--- src/rtl/adcseq_pkg.sv ---
`timescale 1ns/1ps
// Package: shared constants and the step-word layout for the ADC sequencer.
// Assumes eight analog inputs and a 12-bit converter.
package adcseq_pkg;
    localparam int CH_W   = 3;
    localparam int RES_W  = 12;
    localparam int REG_W  = 16;
    localparam int ADDR_W = 5;

    // Step word: bit5 end, bit4 interrupt, bit3 differential, bits2:0 channel
    typedef struct packed {
        logic            last;
        logic            irq_en;
        logic            diff;
        logic [CH_W-1:0] chan;
    } step_t;

    localparam int STEP_W = $bits(step_t);

    localparam logic [ADDR_W-1:0] A_STATUS = 5'd0;
    localparam logic [ADDR_W-1:0] A_DATA   = 5'd1;
    localparam logic [ADDR_W-1:0] A_LEVEL  = 5'd2;

    localparam int ST_BUSY = 0;
    localparam int ST_IRQ  = 1;
    localparam int ST_OVF  = 2;
    localparam int ST_TRG  = 3;
endpackage

--- src/rtl/seq_step_table.sv ---
`timescale 1ns/1ps
// Step table: STEPS registered step words, one write port and two read ports
// (one for the sequencer, one for register read-back). Assumes STEPS >= 2.
module seq_step_table
    import adcseq_pkg::*;
#(
    parameter int STEPS = 8,
    localparam int IDX_W = $clog2(STEPS)
) (
    input  logic             clk,
    input  logic             rst_n,
    input  logic             wr_en,
    input  logic [IDX_W-1:0] wr_idx,
    input  step_t            wr_step,
    input  logic [IDX_W-1:0] seq_idx,
    output step_t            seq_step,
    input  logic [IDX_W-1:0] rd_idx,
    output step_t            rd_step
);
    step_t ent [STEPS];

    for (genvar g = 0; g < STEPS; g++) begin : g_ent
        step_t ent_q;
        // Hold one table entry, loaded by a matching register write.
        always_ff @(posedge clk) begin
            if (!rst_n)
                ent_q <= '0;
            else if (wr_en && wr_idx == IDX_W'(g))
                ent_q <= wr_step;
        end
        assign ent[g] = ent_q;
    end

    assign seq_step = ent[seq_idx];
    assign rd_step  = ent[rd_idx];
endmodule

--- src/rtl/seq_result_fifo.sv ---
`timescale 1ns/1ps
// Result FIFO: circular buffer with occupancy count and empty/full flags.
// A push while full and a pop while empty are ignored. Assumes DEPTH >= 2.
module seq_result_fifo #(
    parameter int DEPTH = 8,
    parameter int W     = 12,
    localparam int PTR_W = $clog2(DEPTH),
    localparam int CNT_W = $clog2(DEPTH + 1)
) (
    input  logic             clk,
    input  logic             rst_n,
    input  logic             push,
    input  logic [W-1:0]     din,
    input  logic             pop,
    output logic [W-1:0]     dout,
    output logic [CNT_W-1:0] count,
    output logic             empty,
    output logic             full
);
    logic [W-1:0]     mem [DEPTH];
    logic [PTR_W-1:0] wp, rp;
    logic             do_wr, do_rd;

    assign empty = (count == '0);
    assign full  = (count == CNT_W'(DEPTH));
    assign do_wr = push && !full;
    assign do_rd = pop && !empty;
    assign dout  = mem[rp];

    // Store an accepted result at the write pointer.
    always_ff @(posedge clk) begin
        if (do_wr)
            mem[wp] <= din;
    end

    // Advance pointers and track occupancy.
    always_ff @(posedge clk) begin
        if (!rst_n) begin
            wp    <= '0;
            rp    <= '0;
            count <= '0;
        end else begin
            if (do_wr)
                wp <= (wp == PTR_W'(DEPTH - 1)) ? '0 : wp + 1'b1;
            if (do_rd)
                rp <= (rp == PTR_W'(DEPTH - 1)) ? '0 : rp + 1'b1;
            if (do_wr && !do_rd)
                count <= count + 1'b1;
            else if (do_rd && !do_wr)
                count <= count - 1'b1;
        end
    end
endmodule

--- src/rtl/seq_ctrl.sv ---
`timescale 1ns/1ps
// Sequencer FSM: walks the step table on a trigger, issues one conversion
// request per step, waits for done, pushes the result and keeps the sticky
// status bits (interrupt, overflow, trigger overrun). Set wins over clear.
module seq_ctrl
    import adcseq_pkg::*;
#(
    parameter int STEPS = 8,
    localparam int IDX_W = $clog2(STEPS)
) (
    input  logic             clk,
    input  logic             rst_n,
    input  logic             trig,
    input  step_t            step,
    output logic [IDX_W-1:0] idx,
    output logic             conv_req,
    input  logic             conv_done,
    input  logic             fifo_full,
    output logic             push,
    input  logic             clr_irq,
    input  logic             clr_ovf,
    input  logic             clr_trg,
    output logic             busy,
    output logic             irq_pend,
    output logic             ovf,
    output logic             trg_ovr
);
    typedef enum logic [1:0] {S_IDLE, S_REQ, S_WAIT} state_t;
    state_t state;
    logic   done_now, final_step;

    assign done_now   = (state == S_WAIT) && conv_done;
    assign final_step = step.last || (idx == IDX_W'(STEPS - 1));
    assign conv_req   = (state == S_REQ);
    assign busy       = (state != S_IDLE);
    assign push       = done_now && !fifo_full;

    // Step through the table: idle -> request -> wait for done -> next.
    always_ff @(posedge clk) begin
        if (!rst_n) begin
            state <= S_IDLE;
            idx   <= '0;
        end else begin
            case (state)
                S_IDLE: if (trig) begin
                    idx   <= '0;
                    state <= S_REQ;
                end
                S_REQ: state <= S_WAIT;
                S_WAIT: if (conv_done) begin
                    if (final_step) begin
                        state <= S_IDLE;
                    end else begin
                        idx   <= idx + 1'b1;
                        state <= S_REQ;
                    end
                end
                default: state <= S_IDLE;
            endcase
        end
    end

    // Sticky status bits, cleared by write-one-to-clear.
    always_ff @(posedge clk) begin
        if (!rst_n) begin
            irq_pend <= 1'b0;
            ovf      <= 1'b0;
            trg_ovr  <= 1'b0;
        end else begin
            irq_pend <= (done_now && step.irq_en) || (irq_pend && !clr_irq);
            ovf      <= (done_now && fifo_full)   || (ovf && !clr_ovf);
            trg_ovr  <= (trig && busy)            || (trg_ovr && !clr_trg);
        end
    end
endmodule

--- src/rtl/adc_sequencer.sv ---
`timescale 1ns/1ps
// Top: ADC step sequencer. Decodes the register interface (status, FIFO data,
// FIFO level, step table at 16+i) and connects table, FSM and result FIFO.
// Assumes STEPS <= 16 and a converter that answers each request with one
// done strobe no earlier than the cycle after the request.
module adc_sequencer
    import adcseq_pkg::*;
#(
    parameter int STEPS = 8,
    parameter int DEPTH = 8,
    localparam int IDX_W = $clog2(STEPS),
    localparam int CNT_W = $clog2(DEPTH + 1)
) (
    input  logic              clk,
    input  logic              rst_n,
    input  logic              trig,
    input  logic              reg_wr,
    input  logic              reg_rd,
    input  logic [ADDR_W-1:0] reg_addr,
    input  logic [REG_W-1:0]  reg_wdata,
    output logic [REG_W-1:0]  reg_rdata,
    output logic              conv_req,
    output logic [CH_W-1:0]   conv_chan,
    output logic              conv_diff,
    input  logic              conv_done,
    input  logic [RES_W-1:0]  conv_result,
    output logic              irq
);
    logic             step_hit, step_wr, pop;
    logic [IDX_W-1:0] seq_idx;
    step_t            seq_step, rd_step;
    logic             push, busy, irq_pend, ovf, trg_ovr;
    logic             clr_irq, clr_ovf, clr_trg;
    logic [RES_W-1:0] fifo_dout;
    logic [CNT_W-1:0] fifo_count;
    logic             fifo_empty, fifo_full;
    logic             wdata_unused;

    assign wdata_unused = ^reg_wdata[REG_W-1:STEP_W];

    // Address decode for table writes, FIFO pops and status clears.
    assign step_hit = reg_addr[4] && (int'(reg_addr[3:0]) < STEPS);
    assign step_wr  = reg_wr && step_hit;
    assign pop      = reg_rd && (reg_addr == A_DATA) && !fifo_empty;
    assign clr_irq  = reg_wr && (reg_addr == A_STATUS) && reg_wdata[ST_IRQ];
    assign clr_ovf  = reg_wr && (reg_addr == A_STATUS) && reg_wdata[ST_OVF];
    assign clr_trg  = reg_wr && (reg_addr == A_STATUS) && reg_wdata[ST_TRG];

    seq_step_table #(.STEPS(STEPS)) table_i (
        .clk      (clk),
        .rst_n    (rst_n),
        .wr_en    (step_wr),
        .wr_idx   (reg_addr[IDX_W-1:0]),
        .wr_step  (step_t'(reg_wdata[STEP_W-1:0])),
        .seq_idx  (seq_idx),
        .seq_step (seq_step),
        .rd_idx   (reg_addr[IDX_W-1:0]),
        .rd_step  (rd_step)
    );

    seq_ctrl #(.STEPS(STEPS)) ctrl_i (
        .clk       (clk),
        .rst_n     (rst_n),
        .trig      (trig),
        .step      (seq_step),
        .idx       (seq_idx),
        .conv_req  (conv_req),
        .conv_done (conv_done),
        .fifo_full (fifo_full),
        .push      (push),
        .clr_irq   (clr_irq),
        .clr_ovf   (clr_ovf),
        .clr_trg   (clr_trg),
        .busy      (busy),
        .irq_pend  (irq_pend),
        .ovf       (ovf),
        .trg_ovr   (trg_ovr)
    );

    seq_result_fifo #(.DEPTH(DEPTH), .W(RES_W)) fifo_i (
        .clk   (clk),
        .rst_n (rst_n),
        .push  (push),
        .din   (conv_result),
        .pop   (pop),
        .dout  (fifo_dout),
        .count (fifo_count),
        .empty (fifo_empty),
        .full  (fifo_full)
    );

    assign conv_chan = seq_step.chan;
    assign conv_diff = seq_step.diff;
    assign irq       = irq_pend;

    // Read-data multiplexer.
    always_comb begin
        reg_rdata = '0;
        if (step_hit) begin
            reg_rdata[STEP_W-1:0] = rd_step;
        end else begin
            case (reg_addr)
                A_STATUS: begin
                    reg_rdata[ST_BUSY] = busy;
                    reg_rdata[ST_IRQ]  = irq_pend;
                    reg_rdata[ST_OVF]  = ovf;
                    reg_rdata[ST_TRG]  = trg_ovr;
                end
                A_DATA:  if (!fifo_empty) reg_rdata[RES_W-1:0] = fifo_dout;
                A_LEVEL: begin
                    reg_rdata[CNT_W-1:0] = fifo_count;
                    reg_rdata[14]        = fifo_empty;
                    reg_rdata[15]        = fifo_full;
                end
                default: reg_rdata = '0;
            endcase
        end
    end
endmodule

--- config.mk ---
export PLATFORM = sky130hd
export DESIGN_NAME = adc_sequencer
export DESIGN_NICKNAME = d
export VERILOG_FILES = /design/src/rtl/adcseq_pkg.sv /design/src/rtl/seq_step_table.sv /design/src/rtl/seq_result_fifo.sv /design/src/rtl/seq_ctrl.sv /design/src/rtl/adc_sequencer.sv
export SDC_FILE = /design/constraint.sdc
export NUM_CORES = 1
export LEC_CHECK = 0
export BUFFER_PORTS_ARGS = -buffer_cell sky130_fd_sc_hd__buf_2
export CORE_MARGIN = 4
export CORE_UTILIZATION = 55
export CTS_BUF_LIST = sky130_fd_sc_hd__clkbuf_16
export DETAILED_ROUTE_END_ITERATION = 6
export HOLD_SLACK_MARGIN = 0.08
export PLACE_DENSITY = 0.73
export SYNTH_ARGS = -nofsm -noshare
export SYNTH_HDL_FRONTEND = slang
export SYNTH_SLANG_ARGS = --single-unit
--- constraint.sdc ---
create_clock -name clk -period 3.3 [get_ports clk]
set_input_delay 0.165 -clock clk [delete_from_list [all_inputs] [get_ports clk]]
set_output_delay 0.165 -clock clk [all_outputs]
set_load 0.03 [all_outputs]
==> metrics <==
status finished, final reports clean; CTS tree yes; sequential area share after synthesis 0.5563; worst-margin pin slew 0.9007 ns; Max Cap Violations 0; Chip Width 126.1 um; fillcell total 989; post-CTS setup buffer count 0; top cells by area, synth edfxtp_1, dfxtp_1, mux4_2; setup slack, reg-to-reg 0.73 ns; gr usage total 0.2230; clk_lat worst skew 0.43 ns; static leakage 3.049 nW; crit start category flop; TNS Setup 0 ns; 1st-pass router iterations 4; slew margin rel. 0.3987; EDFF count, synth 96; Critical Path, Cell by Cell mux4_2 -> mux2i_1 -> o211ai_1 -> o21a_1 -> buf_2; I/O Pins 61; critical path's slowest cell dfxtp_1; Synth Warn # 0; Initial Util 0.5698; power density over cell area 517.1 mW/mm2; Worst R2R End fifo_i.count[3]; hold buffers post-CTS 18; Vias/cell 5.872; crit path DAT 2.65 ns; critical path class flop to output pin; full die area 0.01589 mm2; top-count cell post-synth edfxtp_1; largest net degree at the start of global routing 55; top_reg_cell synth edfxtp_1; Routed WL 16740 um; share of layout cells above drive strength 1 0.2539; worst reg-to-reg path cell count 10; endpoints failing hold 0; # DRC 0; Min-Delay Path Class primary input to flop; final core occ 0.6570; dpl hpwl 10820 um; Setup Skew 0.01071 ns; Final Wtd Congestion 0.8027; CP max FO 15; worst r2r src fifo_i.count[0]; Post-synth top cells edfxtp_1, dfxtp_1, nand2_1; cell family with most CP delay flip-flops; row count 42; root buffer cell clkbuf_16; Core Footprint 0.01345 mm2; Max stage delay on crit path 0.91 ns; Tcrit/Tclk final 0.8520; final setup violation count 0; antenna viol nets, final 0; WP buf/inv 1; ys async rst share 0; Slew Limit Fails 0; unrepaired setup endpoints after global routing false; total grt overflow 0; vias in the first global route 4987; hold wc startpoint reg_wdata[1]; register bit total from synthesis 165; post-cts sizing count 0; Avg Inst Size Synth 13.59 um2; library cells used by synthesis 47; Levels on crit path 5; Port Buffer Count 48; first-pass GRT wire length 27540 um; htree depth 4; crit path time final 2.812 ns; clock-pin slew on the worst setup and hold paths 0.07 ns; nets@finish 670; number of buffers created by CTS 17; DR vias 4756; VDD IR-drop max 0.0005248 V; WP data required 3.13 ns; clock buffer depth 2; Crit. End Element output pin; DRT iter0 DRCs 452; synthesized cell area 0.007665 mm2; initial antenna violation count 0; Ant. Diodes 0; area leader, netlist edfxtp_1; Area growth syn-to-layout 15.31%; CP endpoint reg_rdata[1]; Die H 126.1 um; Post-Syn Instances 564; top-area cell type share of the netlist area 0.3761; CTS Sinks 165; hold path depth 3; WL/cell 20.66 um; Peak Freq 355.7 MHz
[logic make-up after synthesis]
kind of cell    Yosys count  synth area share
flops                   165            0.5563
simple gates            164            0.1182
mux                     106            0.2075
compound gates           69           0.06497
buf+inv                  47           0.03297
fa+ha+maj                10           0.01730
xor+xnor                  2          0.002286
other cells               1         0.0004892
[power by group]
part	internal, mW	leakage [nW]	switching, mW
Combinational	0.102	1.32	0.144
Sequential	2.19	1.42	0.0165
Clock	1.23	0.307	0.891
Total	3.52	3.05	1.05
[worst min-delay path by stage]
stage / endpoint / slack, ns
after global placement: fifo_i.mem[4][7] / 0.42
after CTS: table_i.ent[37] / 0.09
after floorplan: fifo_i.mem[0][0] / 0.26
after global routing: table_i.ent[2] / 0.10
after detailed placement: fifo_i.mem[5][7] / 0.44
final: table_i.ent[43] / 0.09
[through the flow]
step	cells	total power, mW	hold WS, ns	instance area (um2)	setup slack [ns]
floorplan	565	2.409	0.2639	7669	0.7447
global placement	760	2.472	0.4207	8026	0.8123
detailed placement	760	2.480	0.4377	8026	0.7488
CTS	810	4.595	0.08617	8838	0.4269
global route	810	4.722	0.1006	8838	0.3043
finish	810	4.570	0.09421	8838	0.4884
[per-layer routing]
metal | GRT usage | up-vias | part of all wire
met3 | 0.04996 | 25 | 0.055
li1 | - | 2228 | -
met4 | 0.07003 | 0 | 0.025
met2 | 0.3847 | 117 | 0.53
met5 | 0 | - | 0
met1 | 0.2815 | 2386 | 0.39
[final cells by class]
cell class,instances,area (um2),share of cell area
clock buffer,17,425.4,0.04813
multi-input combinational,353,3178,0.3596
clock inverter,15,206.4,0.02336
timing repair buffer,81,533.0,0.06031
inverter,3,11.26,0.001274
sequential,165,4264,0.4824
tap,176,220.2,0.02492
[tightest hold or removal path, delay by kind of cell]
kind	cells	cell delay (ns)
AOI/OAI and AO/OA	1	0.07
and+or+nand+nor	1	0.08
buffers and inverters	1	0.16
[registers in the layout (all words and copies together), names as in the netlist, named ones only]
name             cells
fifo_i.mem          96
ctrl_i.idx           3
fifo_i.wp            3
table_i.ent         48
fifo_i.rp            3
ctrl_i.trg_ovr       1
ctrl_i.ovf           1
ctrl_i.irq_pend      1
fifo_i.count         4
ctrl_i.state         2
[cells in the final DEF (no fill, tap or decap), drive strengths merged, types with 3 or more instances in the layout]
master,Yosys,layout
and3,3,3
o211ai,3,3
edfxtp,96,96
o21ai,10,10
ha,9,9
mux2i,52,52
inv,3,12
nand2,53,53
mux4,41,41
nor3b,4,4
nand3,19,19
nor2,19,19
buf,26,63
a21boi,34,34
nor4,3,3
a311oi,3,3
clkbuf,18,17
a21oi,3,3
a2111oi,3,3
dfxtp,69,69
or3,3,3
o21a,7,7
mux2,13,13
nor3,7,7
nand2b,6,6
bufinv,0,3
dlygate4sd3,0,18
nor2b,35,35
(Power assumes the default switching activity.)
